### src/rtl/sus_pkg.sv
package sus_pkg;

    parameter int DUR_W = 8;

    typedef enum logic [3:0] {
        PH_IDLE,
        PH_DEAD_R,
        PH_RISE,
        PH_DEAD_H,
        PH_HOLD,
        PH_DEAD_F,
        PH_FALL,
        PH_DEAD_G,
        PH_GND
    } phase_e;

    typedef enum logic {
        SIDE_Y = 1'b0,
        SIDE_X = 1'b1
    } side_e;

    typedef struct packed {
        phase_e phase;
        side_e  side;
    } seq_state_t;

    typedef struct packed {
        logic [DUR_W-1:0] rise;
        logic [DUR_W-1:0] hold;
        logic [DUR_W-1:0] fall;
        logic [DUR_W-1:0] gnd;
        logic [DUR_W-1:0] dead;
    } dur_cfg_t;

    // gate bundle of one electrode: bit 0 rise, 1 hold, 2 fall, 3 ground
    typedef struct packed {
        logic gnd;
        logic fall;
        logic hold;
        logic rise;
    } gate_set_t;

    localparam gate_set_t GATES_OFF  = '{gnd: 1'b0, fall: 1'b0, hold: 1'b0, rise: 1'b0};
    localparam gate_set_t GATES_SAFE = '{gnd: 1'b1, fall: 1'b0, hold: 1'b0, rise: 1'b0};

    function automatic logic [DUR_W-1:0] floor_one(input logic [DUR_W-1:0] v);
        return (v == '0) ? DUR_W'(1) : v;
    endfunction

    function automatic logic [DUR_W-1:0] phase_len(input phase_e p, input dur_cfg_t c);
        case (p)
            PH_RISE: return floor_one(c.rise);
            PH_HOLD: return floor_one(c.hold);
            PH_FALL: return floor_one(c.fall);
            PH_GND:  return floor_one(c.gnd);
            default: return floor_one(c.dead);
        endcase
    endfunction

    function automatic phase_e next_phase(input phase_e p);
        case (p)
            PH_DEAD_R: return PH_RISE;
            PH_RISE:   return PH_DEAD_H;
            PH_DEAD_H: return PH_HOLD;
            PH_HOLD:   return PH_DEAD_F;
            PH_DEAD_F: return PH_FALL;
            PH_FALL:   return PH_DEAD_G;
            PH_DEAD_G: return PH_GND;
            default:   return PH_IDLE;
        endcase
    endfunction

    function automatic logic gate_set_illegal(input gate_set_t g);
        logic [1:0] hi_cnt;
        hi_cnt = 2'(g.rise) + 2'(g.hold) + 2'(g.fall);
        return (hi_cnt > 2'd1) || ((g.rise | g.hold | g.fall) & g.gnd);
    endfunction

endpackage

### src/rtl/sus_sequencer.sv
module sus_sequencer
    import sus_pkg::*;
#(
    parameter int CNT_W = 8
) (
    input  logic             clk,
    input  logic             rst,
    input  logic             start,
    input  logic [CNT_W-1:0] pair_cnt,
    input  dur_cfg_t         cfg_in,
    output seq_state_t       st,
    output logic             done
);

    dur_cfg_t         cfg_q;
    logic [DUR_W-1:0] timer_q;
    logic [CNT_W-1:0] left_q;

    always_ff @(posedge clk) begin
        if (rst) begin
            st.phase <= PH_IDLE;
            st.side  <= SIDE_Y;
            cfg_q    <= '0;
            timer_q  <= '0;
            left_q   <= '0;
            done     <= 1'b0;
        end else begin
            done <= 1'b0;
            if (st.phase == PH_IDLE) begin
                if (start) begin
                    if (pair_cnt == '0) begin
                        done <= 1'b1;
                    end else begin
                        cfg_q    <= cfg_in;
                        left_q   <= pair_cnt;
                        st.phase <= PH_DEAD_R;
                        st.side  <= SIDE_Y;
                        timer_q  <= floor_one(cfg_in.dead) - DUR_W'(1);
                    end
                end
            end else if (timer_q != '0) begin
                timer_q <= timer_q - DUR_W'(1);
            end else if (st.phase == PH_GND) begin
                if (st.side == SIDE_Y) begin
                    st.side  <= SIDE_X;
                    st.phase <= PH_DEAD_R;
                    timer_q  <= phase_len(PH_DEAD_R, cfg_q) - DUR_W'(1);
                end else if (left_q == CNT_W'(1)) begin
                    st.phase <= PH_IDLE;
                    st.side  <= SIDE_Y;
                    left_q   <= '0;
                    done     <= 1'b1;
                end else begin
                    left_q   <= left_q - CNT_W'(1);
                    st.side  <= SIDE_Y;
                    st.phase <= PH_DEAD_R;
                    timer_q  <= phase_len(PH_DEAD_R, cfg_q) - DUR_W'(1);
                end
            end else begin
                st.phase <= next_phase(st.phase);
                timer_q  <= phase_len(next_phase(st.phase), cfg_q) - DUR_W'(1);
            end
        end
    end

    // completion pulse is a single cycle
    a_r7_done_single: assert property (@(posedge clk) disable iff (rst)
        done |=> !done);

    // empty request finishes at once and stays idle
    a_r8_empty_request: assert property (@(posedge clk) disable iff (rst)
        (st.phase == PH_IDLE && start && pair_cnt == '0) |=> (done && st.phase == PH_IDLE));

    // a running burst keeps its captured durations
    a_r9_cfg_held: assert property (@(posedge clk) disable iff (rst)
        (st.phase != PH_IDLE) |=> $stable(cfg_q));

endmodule

### src/rtl/sus_gate_decode.sv
module sus_gate_decode
    import sus_pkg::*;
(
    input  seq_state_t      st,
    output gate_set_t [1:0] gates
);

    for (genvar s = 0; s < 2; s++) begin : g_side
        always_comb begin
            gates[s] = GATES_SAFE;
            if (st.phase != PH_IDLE && st.side == side_e'(s)) begin
                gates[s] = GATES_OFF;
                case (st.phase)
                    PH_RISE: gates[s].rise = 1'b1;
                    PH_HOLD: gates[s].hold = 1'b1;
                    PH_FALL: gates[s].fall = 1'b1;
                    PH_GND:  gates[s].gnd  = 1'b1;
                    default: gates[s] = GATES_OFF;
                endcase
            end
        end
    end

endmodule

### src/rtl/sus_interlock.sv
module sus_interlock
    import sus_pkg::*;
(
    input  logic            clk,
    input  logic            rst,
    input  gate_set_t [1:0] gates_in,
    output gate_set_t [1:0] gates_out
);

    logic [1:0] bad;

    for (genvar s = 0; s < 2; s++) begin : g_chk
        assign bad[s] = gate_set_illegal(gates_in[s]);
    end

    always_comb begin
        if (|bad) begin
            gates_out[0] = GATES_SAFE;
            gates_out[1] = GATES_SAFE;
        end else begin
            gates_out = gates_in;
        end
    end

    // at most one high-side switch per electrode
    a_r10_y_high_excl: assert property (@(posedge clk) disable iff (rst)
        $onehot0({gates_out[0].rise, gates_out[0].hold, gates_out[0].fall}));
    a_r10_x_high_excl: assert property (@(posedge clk) disable iff (rst)
        $onehot0({gates_out[1].rise, gates_out[1].hold, gates_out[1].fall}));
    // high side and ground never together
    a_r10_no_shoot: assert property (@(posedge clk) disable iff (rst)
        !((gates_out[0].rise | gates_out[0].hold | gates_out[0].fall) & gates_out[0].gnd) &&
        !((gates_out[1].rise | gates_out[1].hold | gates_out[1].fall) & gates_out[1].gnd));

endmodule

### src/rtl/sustain_seq.sv
module sustain_seq
    import sus_pkg::*;
#(
    parameter int CNT_W = 8
) (
    input  logic             clk,
    input  logic             rst,
    input  logic             start,
    input  logic [CNT_W-1:0] pair_cnt,
    input  logic [DUR_W-1:0] t_rise,
    input  logic [DUR_W-1:0] t_hold,
    input  logic [DUR_W-1:0] t_fall,
    input  logic [DUR_W-1:0] t_gnd,
    input  logic [DUR_W-1:0] t_dead,
    output logic             y_rise,
    output logic             y_hold,
    output logic             y_fall,
    output logic             y_gnd,
    output logic             x_rise,
    output logic             x_hold,
    output logic             x_fall,
    output logic             x_gnd,
    output logic             done
);

    dur_cfg_t        cfg_in;
    seq_state_t      st;
    gate_set_t [1:0] raw_gates;
    gate_set_t [1:0] safe_gates;

    assign cfg_in = '{rise: t_rise, hold: t_hold, fall: t_fall, gnd: t_gnd, dead: t_dead};

    sus_sequencer #(.CNT_W(CNT_W)) u_seq (
        .clk      (clk),
        .rst      (rst),
        .start    (start),
        .pair_cnt (pair_cnt),
        .cfg_in   (cfg_in),
        .st       (st),
        .done     (done)
    );

    sus_gate_decode u_dec (
        .st    (st),
        .gates (raw_gates)
    );

    sus_interlock u_lock (
        .clk       (clk),
        .rst       (rst),
        .gates_in  (raw_gates),
        .gates_out (safe_gates)
    );

    assign y_rise = safe_gates[SIDE_Y].rise;
    assign y_hold = safe_gates[SIDE_Y].hold;
    assign y_fall = safe_gates[SIDE_Y].fall;
    assign y_gnd  = safe_gates[SIDE_Y].gnd;
    assign x_rise = safe_gates[SIDE_X].rise;
    assign x_hold = safe_gates[SIDE_X].hold;
    assign x_fall = safe_gates[SIDE_X].fall;
    assign x_gnd  = safe_gates[SIDE_X].gnd;

    // X stays grounded while Y drives a high-side switch
    a_r2_x_grounded: assert property (@(posedge clk) disable iff (rst)
        (y_rise | y_hold | y_fall) |-> x_gnd);
    // Y stays grounded while X drives a high-side switch
    a_r3_y_grounded: assert property (@(posedge clk) disable iff (rst)
        (x_rise | x_hold | x_fall) |-> y_gnd);
    // a rise is always preceded by a cycle with that electrode fully off
    a_r5_y_dead_before_rise: assert property (@(posedge clk) disable iff (rst)
        $rose(y_rise) |-> $past(!y_gnd && !y_hold && !y_fall));
    a_r5_x_dead_before_rise: assert property (@(posedge clk) disable iff (rst)
        $rose(x_rise) |-> $past(!x_gnd && !x_hold && !x_fall));

endmodule

### config.mk
export PLATFORM = sky130hd
export DESIGN_NAME = sustain_seq
export DESIGN_NICKNAME = d
export VERILOG_FILES = /design/src/rtl/sus_pkg.sv /design/src/rtl/sus_sequencer.sv /design/src/rtl/sus_gate_decode.sv /design/src/rtl/sus_interlock.sv /design/src/rtl/sustain_seq.sv
export SDC_FILE = /design/constraint.sdc
export NUM_CORES = 1
export LEC_CHECK = 0
export BUFFER_PORTS_ARGS = -buffer_cell sky130_fd_sc_hd__buf_2
export CAP_MARGIN = 20
export CORE_AREA = 2 2 125 103
export DETAILED_ROUTE_END_ITERATION = 6
export DIE_AREA = 0 0 127 105
export GPL_TIMING_DRIVEN = 0
export SYNTH_ARGS = -nofsm -noshare
export SYNTH_HDL_FRONTEND = slang
export SYNTH_SLANG_ARGS = --single-unit
### constraint.sdc
create_clock -name clk -period 4.4 [get_ports clk]
set_clock_uncertainty 0.2 [all_clocks]
set_input_delay 0.22 -clock clk [delete_from_list [all_inputs] [get_ports clk]]
set_output_delay 0.22 -clock clk [all_outputs]
set_load 0.1 [all_outputs]
# After elaboration in Yosys (flattened, before gate mapping)
# Index checks and enable logic that the tools add are counted.
[totals]
ff_bits = 62
output_inout_bits = 9
inputBits = 51
elab_cells = 132
[classes]
bitwise = 8
mux = 63
addsub = 10
eq_ne = 17
n_reduce_logical = 22
magnitude_cmp = 2
[op_table]
columns = ["cell", "count"]
rows = [
  ["8-bit two-way mux", 36],
  ["8-bit logical NOT", 7],
  ["8-bit by 1-bit subtractor with 8-bit output, second input constant", 6],
  ["8-bit one-hot mux with 4 select lines", 1],
  ["4-bit two-way mux", 7],
  ["4-bit one-hot mux with 7 select lines", 1],
  ["5-bit two-way mux", 5],
  ["4-bit by 3-bit equality test with 1-bit output, second input constant", 6],
  ["4-bit by 2-bit equality test with 1-bit output, second input constant", 3],
  ["1-bit two-way mux", 12],
  ["3-bit AND reduction", 3],
  ["4-bit equality test, second input constant", 2],
  ["8-bit by 1-bit equality test with 1-bit output, second input constant", 1],
  ["8-bit nonzero test", 1],
  ["5-bit != test, second input constant", 1],
  ["5-bit AND reduction", 1],
  ["1-bit by 1-bit adder with 2-bit output", 2],
  ["2-bit by 1-bit adder with 2-bit output", 2],
  ["4-bit by 1-bit equality test with 1-bit output, second input constant", 1],
  ["2-bit by 1-bit greater-than comparator with 1-bit output, second input constant", 2],
  ["4-bit logical NOT", 1],
  ["2-bit != test, second input constant", 2],
  ["1-bit bitwise OR", 4],
  ["4-bit AND reduction", 1],
  ["9 further kinds", 14],
]

# Logic depth before layout (Yosys ltp)
# Gate-level depths: netlist of run 1.
[depth]
word_depth = 16
depth_mapped = 11
mapped_depth_nobuf = 9

# Modules after synthesis
# From an unflattened synthesis of run 1, not the netlist that was laid out.
[unflattened]
hier_cells = 448
hier_area_um2 = 3537.1
[by_module_without_submodules]
columns = ["mod", "area_per_inst_um2", "n_inst", "cells_each"]
rows = [
  ["sus_sequencer", 3290.7, 1, 415],
  ["sus_interlock", 168.9, 1, 21],
  ["sus_gate_decode", 77.6, 1, 12],
]

# Worst setup path after synthesis of run 1
# OpenSTA, ideal clock, no wires.
[synth_timing]
path_kind = "reg2out"
from = "register u_seq.st[3] (netlist name)"
to = "output port x_hold"
n_path_buf = 3
t_required_ns = 3.980
setup_slack_ns = 0.310
stages_incl_launch_ff = 10
arrival_ns = 3.670
path_cell_list = "dfxtp_1 > buf_6 > buf_4 > clkbuf_1 > nand3b_1 > nor2_1 > ha_1 > nor2_1 > nand2_1 > nor3_1"
[synth_via]
elab_chain_cells = 9
[synth_lines]
columns = ["element", "line_no", "rtl"]
rows = [
  ["4-bit by 2-bit equality test with 1-bit output (tied with other cells)", "sus_gate_decode.sv:13", "case (st.phase)"],
  ["1-bit two-way mux / 1-bit logical AND (equally long branches)", "sus_gate_decode.sv:13, sus_gate_decode.sv:11", ""],
  ["4-bit two-way mux", "sus_gate_decode.sv:11", "if (st.phase != PH_IDLE && st.side == side_e'(s)) begin"],
  ["1-bit by 1-bit adder with 2-bit output / 1-bit bitwise OR (equally long branches)", "sus_pkg.sv:75, sus_pkg.sv:76", ""],
  ["2-bit by 1-bit adder with 2-bit output / 1-bit bitwise OR (equally long branches)", "sus_pkg.sv:75, sus_pkg.sv:76", ""],
  ["2-bit by 1-bit greater-than comparator with 1-bit output / 1-bit AND (equally long branches)", "sus_pkg.sv:76", "return (hi_cnt > 2'd1) || ((g.rise | g.hold | g.fall) & g.gnd);"],
  ["1-bit logical OR", "sus_pkg.sv:76", ""],
  ["2-bit OR reduction", "sus_interlock.sv:17", "if (|bad) begin"],
  ["8-bit two-way mux *", "sus_interlock.sv:17", ""],
  ["end: declaration", "sustain_seq.sv:20", "output logic x_hold,"],
]
# Every way passes the cells marked *; elsewhere a longest branch is shown, timed or not.

# Worst setup path in the final report of run 1
[layout_timing]
from = "register u_seq.st[3] (netlist name)"
to = "output port x_hold"
[layout_via]
elab_chain_cells = 9
[layout_lines]
columns = ["element", "line_no"]
rows = [
  ["4-bit by 2-bit equality test with 1-bit output (tied with other cells)", "sus_gate_decode.sv:13"],
  ["1-bit two-way mux / 1-bit logical AND (equally long branches)", "sus_gate_decode.sv:13, sus_gate_decode.sv:11"],
  ["4-bit two-way mux", "sus_gate_decode.sv:11"],
  ["1-bit by 1-bit adder with 2-bit output / 1-bit bitwise OR (equally long branches)", "sus_pkg.sv:75, sus_pkg.sv:76"],
  ["2-bit by 1-bit adder with 2-bit output / 1-bit bitwise OR (equally long branches)", "sus_pkg.sv:75, sus_pkg.sv:76"],
  ["2-bit by 1-bit greater-than comparator with 1-bit output / 1-bit AND (equally long branches)", "sus_pkg.sv:76"],
  ["1-bit logical OR", "sus_pkg.sv:76"],
  ["2-bit OR reduction", "sus_interlock.sv:17"],
  ["8-bit two-way mux *", "sus_interlock.sv:17"],
]
# Marked as above.

==> flow_metrics.env, run 1 <==
export IMPL_drt_wl_total_um=10800
export IMPL_holdPathEnd="u_seq.left_q[7]$_SDFFE_PP0P_"
export IMPL_hold_class="in -> reg"
export IMPL_r2r_setup_slack_ns=1.35
export IMPL_place_ws_ns=1.41
export IMPL_status="completed"
export IMPL_synth_edff_count=0
export IMPL_setup_worst_path_end_class="output pin"
export IMPL_netlist_cell_type_count=63
export IMPL_postSynth_asyncResetShare_pct=0
export IMPL_path_buf_inv=4
export IMPL_cts_htree_levels=3
export IMPL_placementRows=36
export IMPL_place_hpwl_um=8170
export IMPL_grt_antenna_before_repair=0
export IMPL_syn_inst=456
export IMPL_grtUsageTotal_pct=16.9
export IMPL_path_delay_family="buffers and inverters"
export IMPL_crit_chain="buf_6 > buf_4 > clkbuf_1 > nand3b_1 > nor2_1 > ha_1 > nor2_1 > nand2_1 > nor3_1 > buf_2"
export IMPL_ys_warn_count=0
export IMPL_whs_path_depth=3
export IMPL_grt_overflow=0
export IMPL_vias_per_cell=5.16
export IMPL_drt_first_iter_violations=355
export IMPL_antenna_cells=0
export IMPL_grt_pass1_vias=3576
export IMPL_cts_num_sinks=62
export IMPL_start_kind="flop"
export IMPL_cts_buffers=9
export IMPL_worstSetupPathType="reg -> out"
export IMPL_reg2regPathDepth=10
export IMPL_hold_ws_ns=0.0401
export IMPL_first_pass_iters=4
export IMPL_start_util_pct=29.6
export IMPL_post_cts_buffers=0
export IMPL_ys_ff_latch=62
export IMPL_leakagePower_nw=1.84
export IMPL_grt_max_degree=11
export IMPL_tritoncts="done"
export IMPL_worstMarginPinSlew_ns=0.666
export IMPL_power_density_nw_per_um2=737
export IMPL_vdd_drop_max_v=0.000309
export IMPL_relSlewSlack_pct=55.3
export IMPL_ant_nets=0
export IMPL_setup_ws_ns=1.11
export IMPL_fillers=1195
export IMPL_utilization_pct=39.7
export IMPL_clk_insertion_delay_late_ns=0.33
export IMPL_clockBufferDepth=2
export IMPL_dieArea_um2=13300
export IMPL_yosys_area_top_type_share_pct=35.0
export IMPL_slowest_stage="buf_2"
export IMPL_synth_area_top_cells="dfxtp_1, nand2_1, a21oi_1"
export IMPL_path_common_cell="nor2_1"
export IMPL_setup_viol=0
export IMPL_maxCapViolCount=0
export IMPL_slew_violations=0
export IMPL_reg2reg_to="u_seq.timer_q[6]$_SDFFE_PP0P_"
export IMPL_grt_pass1_wl_um=17900
export IMPL_dieHeight_um=105
export IMPL_cp_max_fo=10
export IMPL_syn_to_final_growth_pct=34.3
export IMPL_syn_area_um2=3550
export IMPL_fin_crit_sh_pct=74.8
export IMPL_core_area_um2=12000
export IMPL_syn_nets=512
export IMPL_cts_clk_slew_worst_paths_ns=0.05
export IMPL_num_vias=3726
export IMPL_fmax_ghz=0.304
export IMPL_die_w_um=127
export IMPL_ios=60
export IMPL_rsz0062_at_grt="no"
export IMPL_post_route_min_period_ns=3.29
export IMPL_synth_seq_area_share_pct=35.0
export IMPL_drc=0
export IMPL_wire_per_inst_um=15.0
export IMPL_place_gp_congestion=0.910
export IMPL_synth_avg_cell_area_um2=7.78
export IMPL_drive_above_1_share_pct=20.2
export IMPL_arrival_ns=2.87
export IMPL_yosysTopAreaCell="dfxtp_1"
export IMPL_tns_ns=0
export IMPL_nets=622
export IMPL_finalHoldViolCount=0
export IMPL_timing_rr_start="u_seq.st[3]$_SDFFE_PP0P_"
export IMPL_worstPathRequired_ns=3.98
export IMPL_hp_start="pair_cnt[7]"
export IMPL_cts_root_buf="clkbuf_16"
export IMPL_cp_slowest_stage_delay_ns=0.45
export IMPL_ys_flop_type="dfxtp_1"
export IMPL_io_buffers=58
==> cells in the final DEF (no fill, tap or decap), types with 4 or more instances in the layout <==
master	n
a211oi_1	11
a21oi_1	53
a22oi_1	5
a31oi_1	4
buf_2	63
clkbuf_1	23
clkbuf_16	9
dfxtp_1	62
dlygate4sd3_1	41
ha_1	5
inv_1	8
mux2_2	10
nand2_1	106
nand2b_1	4
nand3_1	11
nor2_1	37
nor3_1	14
nor4_1	7
o211ai_1	6
o21ai_0	16
==> worst min-delay path, cell delays in order <==
cell      delay [ns]
buf_2           0.09
o211ai_1        0.09
a21oi_1         0.12
==> worst max path at each step <==
stage,start,depth (start not counted),endpoint,slack [ns]
after floorplan,u_seq.st[3]$_SDFFE_PP0P_,9,x_hold,0.31
after global placement,u_seq.st[3]$_SDFFE_PP0P_,10,u_seq.timer_q[4]$_SDFFE_PP0P_,1.51
after detailed placement,u_seq.st[3]$_SDFFE_PP0P_,10,u_seq.timer_q[4]$_SDFFE_PP0P_,1.41
after CTS,u_seq.st[3]$_SDFFE_PP0P_,10,x_hold,1.14
after global routing,u_seq.st[3]$_SDFFE_PP0P_,10,x_hold,0.87
final,u_seq.st[3]$_SDFFE_PP0P_,10,x_hold,1.11
==> timing repair <==
| item | 4_1_cts | 5_1_grt |
|---|---|---|
| hold buffers | 41 | 0 |
| gates resized for setup | 0 | 0 |
| hold endpoints to repair | 41 | 0 |
==> layer usage <==
metal  global-route usage (%)  share of wire [%]
met5                        0                  0
met4                     5.26                1.2
met3                     4.25                6.5
met2                     25.2                 43
met1                     24.0                 49
==> registers in the layout (all words and copies together), names as in the netlist <==
signal,flops
u_seq.st,5
u_seq.left_q,8
u_seq.cfg_q,40
u_seq.done,1
u_seq.timer_q,8
==> Yosys cell counts, drive strengths merged (2+ instances only) <==
master	count
or2	2
a22oi	5
a2111oi	2
or3	3
a21oi	54
a211oi	15
nor3	14
ha	5
mux4	2
a211o	2
mux2i	2
clkbuf	22
a21o	3
nor2	39
mux2	11
o211ai	8
nand3	11
nor4	12
a31oi	4
a221oi	3
or4	3
o31ai	3
nor3b	3
a32o	2
dfxtp	62
nand2b	4
buf	10
o21ai	18
inv	8
nand2	106
and3	2
==> report_power, final <==
group | internal (mW) | leakage [nW] | total, mW | switching, mW
logic | 0.682 | 1.17 | 1.86 | 1.18
registers | 0.719 | 0.509 | 0.878 | 0.159
clock network | 0.523 | 0.155 | 0.767 | 0.244
==> cell type report <==
class	instances	area (µm²)	area share [%]
Buffer	32	153	3.21
Clock buffer	12	256	5.39
Clock inverter	3	67.6	1.42
Inverter	8	30.0	0.631
Multi-Input combinational cell	354	2120	44.6
Sequential cell	62	1240	26.1
Tap cell	152	190	3.99
Timing Repair Buffer	99	701	14.7
==> logic make-up after synthesis <==
kind of cell | Yosys count | synth area share [%]
AO/OA/AOI/OAI | 128 | 24.8
XOR/XNOR | 1 | 0.247
adder cells (fa/ha/maj) | 5 | 1.76
buffers and inverters | 40 | 5.15
flip-flops | 62 | 35.0
multiplexers | 15 | 5.43
AND/OR/NAND/NOR | 205 | 27.6
==> through the flow <==
| step | cells | instance area, µm² | power [mW] |
|---|---|---|---|
| 2_1_floorplan | 456 | 3550 | 2.28 |
| 3_3_place_gp | 666 | 4030 | 2.66 |
| 3_5_place_dp | 666 | 4030 | 2.69 |
| 4_1_cts | 722 | 4760 | 3.50 |
| 5_1_grt | 722 | 4760 | 3.78 |
| 6_report | 722 | 4760 | 3.51 |
(Power assumes the default switching activity.)
==> inputs of run 2 (changes only) <==
ABC_AREA = 1   (was not set)
clock period = 3.3 ns   (was 4.4 ns; I/O delays follow)
==> run 2 against run 1 <==
  * Via count is 6.4% higher
  * Sequential power is 45% higher
  * Flip-flop and latch count stayed put
  * Register-to-register slack worse by 0.53 ns
==> flow_metrics.env, run 2 <==
export IMPL_layout_common_cells="nand2_1, inv_1, a21oi_1"
export IMPL_die_w_um=127
export IMPL_slew_violations=0
export IMPL_path_delay_family="buffers and inverters"
export IMPL_tritoncts="done"
export IMPL_first_pass_iters=5
export IMPL_vias_per_cell=4.89
export IMPL_vdd_drop_max_v=0.000362
export IMPL_setup_worst_path_end_class="output pin"
export IMPL_path_buf_inv=5
export IMPL_seqPwrFrac_pct=26.8
export IMPL_synth_edff_count=0
export IMPL_ys_ff_latch=62
export IMPL_grt_pass1_vias=3757
export IMPL_nets=711
export IMPL_grtUsageTotal_pct=17.2
export IMPL_multiInputGateArea_um2=1990
export IMPL_dieArea_um2=13300
export IMPL_ant_nets=0
export IMPL_num_vias=3965
export IMPL_start_kind="flop"
export IMPL_place_ws_ns=-0.0801
export IMPL_p_comb_share_pct=54.0
export IMPL_yosysTopAreaCell="dfxtp_1"
export IMPL_yosys_top_cells_count="nand2_1, inv_1, dfxtp_1"
export IMPL_rsz0062_at_grt="no"
export IMPL_cp_slowest_stage_delay_ns=0.37
export IMPL_grt_max_degree=11
export IMPL_syn_nets=596
export IMPL_power_total_mw=4.76
export IMPL_syn_area_um2=3540
export IMPL_netSwitchingPower_mw=2.27
export IMPL_clk_insertion_delay_late_ns=0.34
export IMPL_core_area_um2=12000
export IMPL_cts_root_buf="clkbuf_16"
export IMPL_synth_seq_area_share_pct=35.0
export IMPL_dieHeight_um=105
export IMPL_syn_inst=540
export IMPL_cp_max_fo=10
export IMPL_cts_htree_levels=3
export IMPL_status="completed"
export IMPL_place_hpwl_um=8470
export IMPL_synth_area_top_cells="dfxtp_1, a21oi_1, o21ai_0"
export IMPL_yosys_area_top_type_share_pct=35.0
export IMPL_drt_wl_total_um=11200
export IMPL_wire_per_inst_um=13.9
export IMPL_power_density_nw_per_um2=970
export IMPL_grt_pass1_wl_um=17900
export IMPL_finalHoldViolCount=0
export IMPL_top_layer="met4"
export IMPL_swShare_pct=47.8
export IMPL_grt_antenna_before_repair=0
export IMPL_dp_cells=751
export IMPL_ys_flop_type="dfxtp_1"
export IMPL_ios=60
export IMPL_leakagePower_nw=2.12
export IMPL_relSlewSlack_pct=59.1
export IMPL_post_route_min_period_ns=3.11
export IMPL_hold_class="in -> reg"
export IMPL_syn_to_final_growth_pct=38.3
export IMPL_netlist_cell_type_count=38
export IMPL_drive_above_1_share_pct=19.4
export IMPL_place_gp_congestion=0.885
export IMPL_fmax_ghz=0.322
export IMPL_cts_clk_slew_worst_paths_ns=0.05
export IMPL_antenna_cells=0
export IMPL_cts_num_sinks=62
export IMPL_regMostFlops="u_seq.cfg_q"
export IMPL_setup_viol=0
export IMPL_worstSetupPathType="reg -> out"
export IMPL_largest_reg_flops=40
export IMPL_seq_area_um2=1250
export IMPL_synth_most_common_cell="nand2_1"
export IMPL_clkPwrFrac_pct=19.2
export IMPL_postSynth_asyncResetShare_pct=0
export IMPL_start_util_pct=29.6
export IMPL_ys_warn_count=0
export IMPL_arrival_ns=2.75
export IMPL_grt_overflow=0
export IMPL_worstPathRequired_ns=2.93
export IMPL_io_buffers=59
export IMPL_maxCapViolCount=0
export IMPL_wl_met1_um=5460
export IMPL_reg_largest_list="u_seq.cfg_q x40, u_seq.left_q x8, u_seq.timer_q x8"
export IMPL_fillers=1237
export IMPL_clockBufferDepth=2
export IMPL_setup_ws_ns=0.190
export IMPL_drc=0
export IMPL_final_common_cell="nand2_1"
export IMPL_drt_first_iter_violations=331
export IMPL_dr_wl_met3_um=716
export IMPL_cts_buffers=9
export IMPL_p_int_mw=2.48
export IMPL_placementRows=36
export IMPL_wl_met2_um=4930
export IMPL_worstMarginPinSlew_ns=0.609
export IMPL_fin_crit_sh_pct=94.3
export IMPL_final_cell_count_no_fill=811
export IMPL_slowest_stage="dfxtp_4"
export IMPL_crit_chain="nor2_4 > nand2_4 > inv_4 > buf_6 > nor2_4 > inv_4 > nor2_1 > ha_1 > nand4_1 > nand4_1 > buf_4 > nor4_4 > clkbuf_4"
export IMPL_synth_avg_cell_area_um2=6.56
-- run 2: cell types whose count changed in the layout (fill, tap and decap cells not counted), sizes merged, moves of 9 or more --
| cell | before | now |
|---|---|---|
| inv | 8 | 84 |
| o21ai | 18 | 65 |
| nand3 | 11 | 47 |
| nor2 | 39 | 67 |
| nand2 | 106 | 86 |
| a211oi | 15 | 3 |
| mux2 | 11 | 0 |
| nor4 | 12 | 3 |
-- run 2: cell type report --
cell class	count	share of cell area, %
Buffer	19	1.84
Clock buffer	15	5.87
Inverter	85	6.61
Multi-Input combinational cell	374	40.6
Sequential cell	62	25.5
Tap cell	152	3.88
Timing Repair Buffer	104	15.7
-- run 2: cell families after synthesis --
group / count (synthesis) / synth area share [%]
compound gates: 145 / 22.1
flops: 62 / 35.0
fa+ha+maj: 5 / 1.76
xor+xnor: 3 / 0.741
buf+inv: 104 / 11.5
simple gates: 221 / 28.9
-- run 2: timing repair --
action                     in CTS  in global routing
hold endpoints to repair       46                  0
hold buffers                   43                  0
resized for setup               0                 12
setup buffers                   2                  0
setup endpoints to repair       8                  8
-- run 2: path summary, 6_finish.rpt --
check                                start                            end  slack, ns  depth (start not counted)
max               u_seq.st[2]$_SDFFE_PP0P_                         y_rise       0.19                         13
min                            pair_cnt[7]   u_seq.left_q[7]$_SDFFE_PP0P_       0.06                          5
max reg2reg  u_seq.timer_q[6]$_SDFFE_PP0P_  u_seq.timer_q[4]$_SDFFE_PP0P_       0.82                         13
min reg2reg    u_seq.cfg_q[8]$_SDFFE_PP0P_    u_seq.cfg_q[8]$_SDFFE_PP0P_       0.25                          2
-- run 2: worst reg2reg max path: cells and delay by family, from the launching register on --
kind	cells	cell delay (ns)
AO/OA/AOI/OAI	1	0.09
flip-flops	1	0.32
adder cells (fa/ha/maj)	1	0.31
AND/OR/NAND/NOR	9	1.21
buffers and inverters	2	0.25
-- run 2: per-stage QoR --
stage	TNS, ns	hold WS (ns)	util (%)	cell area [µm²]
2_1_floorplan	-0.428	0.0435	-	3660
3_3_place_gp	-0.0411	0.225	34.6	4140
3_5_place_dp	-0.125	0.237	34.6	4140
4_1_cts	0	0.0510	40.7	4880
5_1_grt	0	0.0784	40.9	4900
6_report	0	0.0572	40.9	4900
-- run 2: power by group through the flow --
stage	Sequential (mW)	Clock (mW)	Combinational (mW)
after floorplan	1.22	0	1.97
after global placement	1.27	0	2.46
after detailed placement	1.28	0	2.50
after CTS	1.27	0.926	2.55
after global routing	1.31	0.961	2.86
final	1.27	0.913	2.57
-- run 2: layer usage --
metal	track usage, %	up-vias
li1	-	2005
met1	23.3	1802
met2	26.7	142
met3	4.15	16
met4	5.81	0
met5	0	-
==> inputs of run 3 (changes only) <==
clock period = 2.6 ns   (was 3.3 ns; I/O delays follow)
==> run 3 against run 2 <==
  * The flow now finishes with violations (setup timing)
  * Via count is 2.8% higher
  * Worst hold slack worse by 0.037 ns
  * Routed wire length is 2.3% higher
  * Setup slack worse by 0.34 ns
  * Final cell count is 3.0% higher
  * Critical path type unchanged
  * Clock power is 42% higher
  * Design area is 6.8% higher
  * Sequential share of layout area is 1.6 points lower
  * Die area stayed put
==> flow_metrics.env, run 3 (same netlist as run 2, synthesis figures left out) <==
export IMPL_tritoncts="done"
export IMPL_num_vias=4078
export IMPL_cts_buffers=9
export IMPL_final_cell_count_no_fill=835
export IMPL_worstPathRequired_ns=2.27
export IMPL_grt_antenna_before_repair=0
export IMPL_reg2reg_to="u_seq.timer_q[3]$_SDFFE_PP0P_"
export IMPL_io_buffers=59
export IMPL_wire_per_inst_um=13.8
export IMPL_clkPwrFrac_pct=19.8
export IMPL_grt_pass1_vias=3725
export IMPL_fmax_ghz=0.364
export IMPL_ant_nets=0
export IMPL_drive_above_1_share_pct=24.0
export IMPL_start_util_pct=29.6
export IMPL_dieArea_um2=13300
export IMPL_layout_common_cells="nand2_1, inv_1, a21oi_1"
export IMPL_drt_wl_total_um=11500
export IMPL_final_common_cell="nand2_1"
export IMPL_hp_start="pair_cnt[7]"
export IMPL_grt_max_degree=17
export IMPL_setup_ws_ns=-0.146
export IMPL_vias_per_cell=4.88
export IMPL_setup_viol=8
export IMPL_seqPwrFrac_pct=24.4
export IMPL_stdcell_area_um2=5240
export IMPL_multiInputGateArea_um2=2050
export IMPL_place_gp_congestion=0.880
export IMPL_leakagePower_nw=2.28
export IMPL_status="finished, violations left"
export IMPL_syn_to_final_growth_pct=47.8
export IMPL_power_density_nw_per_um2=1260
export IMPL_grtUsageTotal_pct=17.4
export IMPL_place_hpwl_um=8550
export IMPL_slew_violations=0
export IMPL_crit_start="u_seq.st[2]$_SDFFE_PP0P_"
export IMPL_grt_overflow=0
export IMPL_cts_htree_levels=3
export IMPL_cts_num_sinks=62
export IMPL_cts_clk_slew_worst_paths_ns=0.06
export IMPL_clockBufferDepth=2
export IMPL_placedInstanceArea_um2=4150
export IMPL_finalHoldViolCount=0
export IMPL_nets=734
export IMPL_violations="setup timing"
export IMPL_core_area_um2=12000
export IMPL_cts_root_buf="clkbuf_16"
export IMPL_regMostFlops="u_seq.cfg_q"
export IMPL_first_pass_iters=5
export IMPL_worstMarginPinSlew_ns=0.618
export IMPL_ios=60
export IMPL_seq_area_um2=1250
export IMPL_reg2regPathDepth=14
export IMPL_r2r_setup_slack_ns=0.18
export IMPL_rsz0062_at_grt="yes"
export IMPL_grt_pass1_wl_um=18300
export IMPL_fin_crit_sh_pct=106
export IMPL_relSlewSlack_pct=58.5
export IMPL_arrival_ns=2.42
export IMPL_timing_rr_start="u_seq.st[1]$_SDFFE_PP0P_"
export IMPL_largest_reg_flops=40
export IMPL_p_comb_share_pct=55.8
export IMPL_die_w_um=127
export IMPL_netSwitchingPower_mw=3.05
export IMPL_drc=0
export IMPL_post_route_min_period_ns=2.75
export IMPL_place_ws_ns=-0.760
export IMPL_drt_first_iter_violations=351
export IMPL_dieHeight_um=105
export IMPL_crit_path_end="y_fall"
export IMPL_fillers=1229
export IMPL_maxCapViolCount=0
export IMPL_clk_insertion_delay_late_ns=0.33
export IMPL_p_int_mw=3.53
export IMPL_setup_worst_path_end_class="output pin"
export IMPL_vdd_drop_max_v=0.000553
export IMPL_cp_max_fo=4
export IMPL_start_kind="flop"
export IMPL_dp_cells=751
export IMPL_antenna_cells=0
export IMPL_worstSetupPathType="reg -> out"
export IMPL_placementRows=36
export IMPL_hold_class="in -> reg"
export IMPL_swShare_pct=46.4
export IMPL_reg_largest_list="u_seq.cfg_q x40, u_seq.left_q x8, u_seq.timer_q x8"
-- run 3: metrics by stage --
step	utilization, %	power (mW)	TNS, ns	hold slack, ns
2_1_floorplan	-	4.06	-4.91	0.00847
3_3_place_gp	34.6	4.75	-4.60	0.190
3_5_place_dp	34.6	4.80	-5.10	0.202
4_1_cts	43.2	6.46	-0.648	0.0156
5_1_grt	43.7	7.07	-1.76	0.0398
6_report	43.7	6.58	-0.696	0.0204
-- run 3: worst min path at each step --
| stage | to | cells after the start |
|---|---|---|
| after global routing | u_seq.left_q[7]$_SDFFE_PP0P_ | 5 |
| final | u_seq.left_q[7]$_SDFFE_PP0P_ | 5 |
| after floorplan | u_seq.left_q[0]$_SDFFE_PP0P_ | 1 |
| after global placement | u_seq.left_q[1]$_SDFFE_PP0P_ | 3 |
| after detailed placement | u_seq.left_q[1]$_SDFFE_PP0P_ | 3 |
| after CTS | u_seq.left_q[7]$_SDFFE_PP0P_ | 5 |
-- run 3: worst max-delay path, cell delays in order, from the launching register on --
cell and delay (ns):
dfxtp_4 0.37, nor2_4 0.15, nand2_4 0.11, inv_8 0.08, nor2_4 0.04, inv_4 0.11
nor2_1 0.06, ha_1 0.28, nand4_1 0.10, nand4_1 0.13, buf_4 0.18, buf_4 0.13
nor3_4 0.14, buf_12 0.20
-- run 3: power by group through the flow --
stage,Combinational (mW),Clock [mW],Sequential [mW]
finish,3.67,1.30,1.60
floorplan,2.51,0,1.55
CTS,3.53,1.33,1.60
detailed placement,3.17,0,1.63
global placement,3.13,0,1.62
global route,4.06,1.37,1.64
-- run 3: area by class of cell --
cell class,instances,area share (%)
Multi-Input combinational cell,374,39.1
Sequential cell,62,23.9
Clock buffer,10,4.56
Tap cell,152,3.63
Timing Repair Buffer,128,19.4
Buffer,18,1.51
Clock inverter,6,1.62
Inverter,85,6.28
-- run 3: timing repair --
| action | CTS | global route |
|---|---|---|
| gates cloned | 0 | 0 |
| endpoints found under the hold margin | 46 | 0 |
| pin swaps | 10 | 8 |
| hold buffers | 43 | 0 |
| buffers inserted | 21 | 6 |
| gates resized for setup | 36 | 8 |
| setup endpoints to repair | 8 | 10 |
-- run 3: metal layers --
metal	track usage, %	part of all wire [%]
met1	24.6	48
met2	26.8	45
met3	3.69	6.0
met4	4.95	1.2
met5	0	0
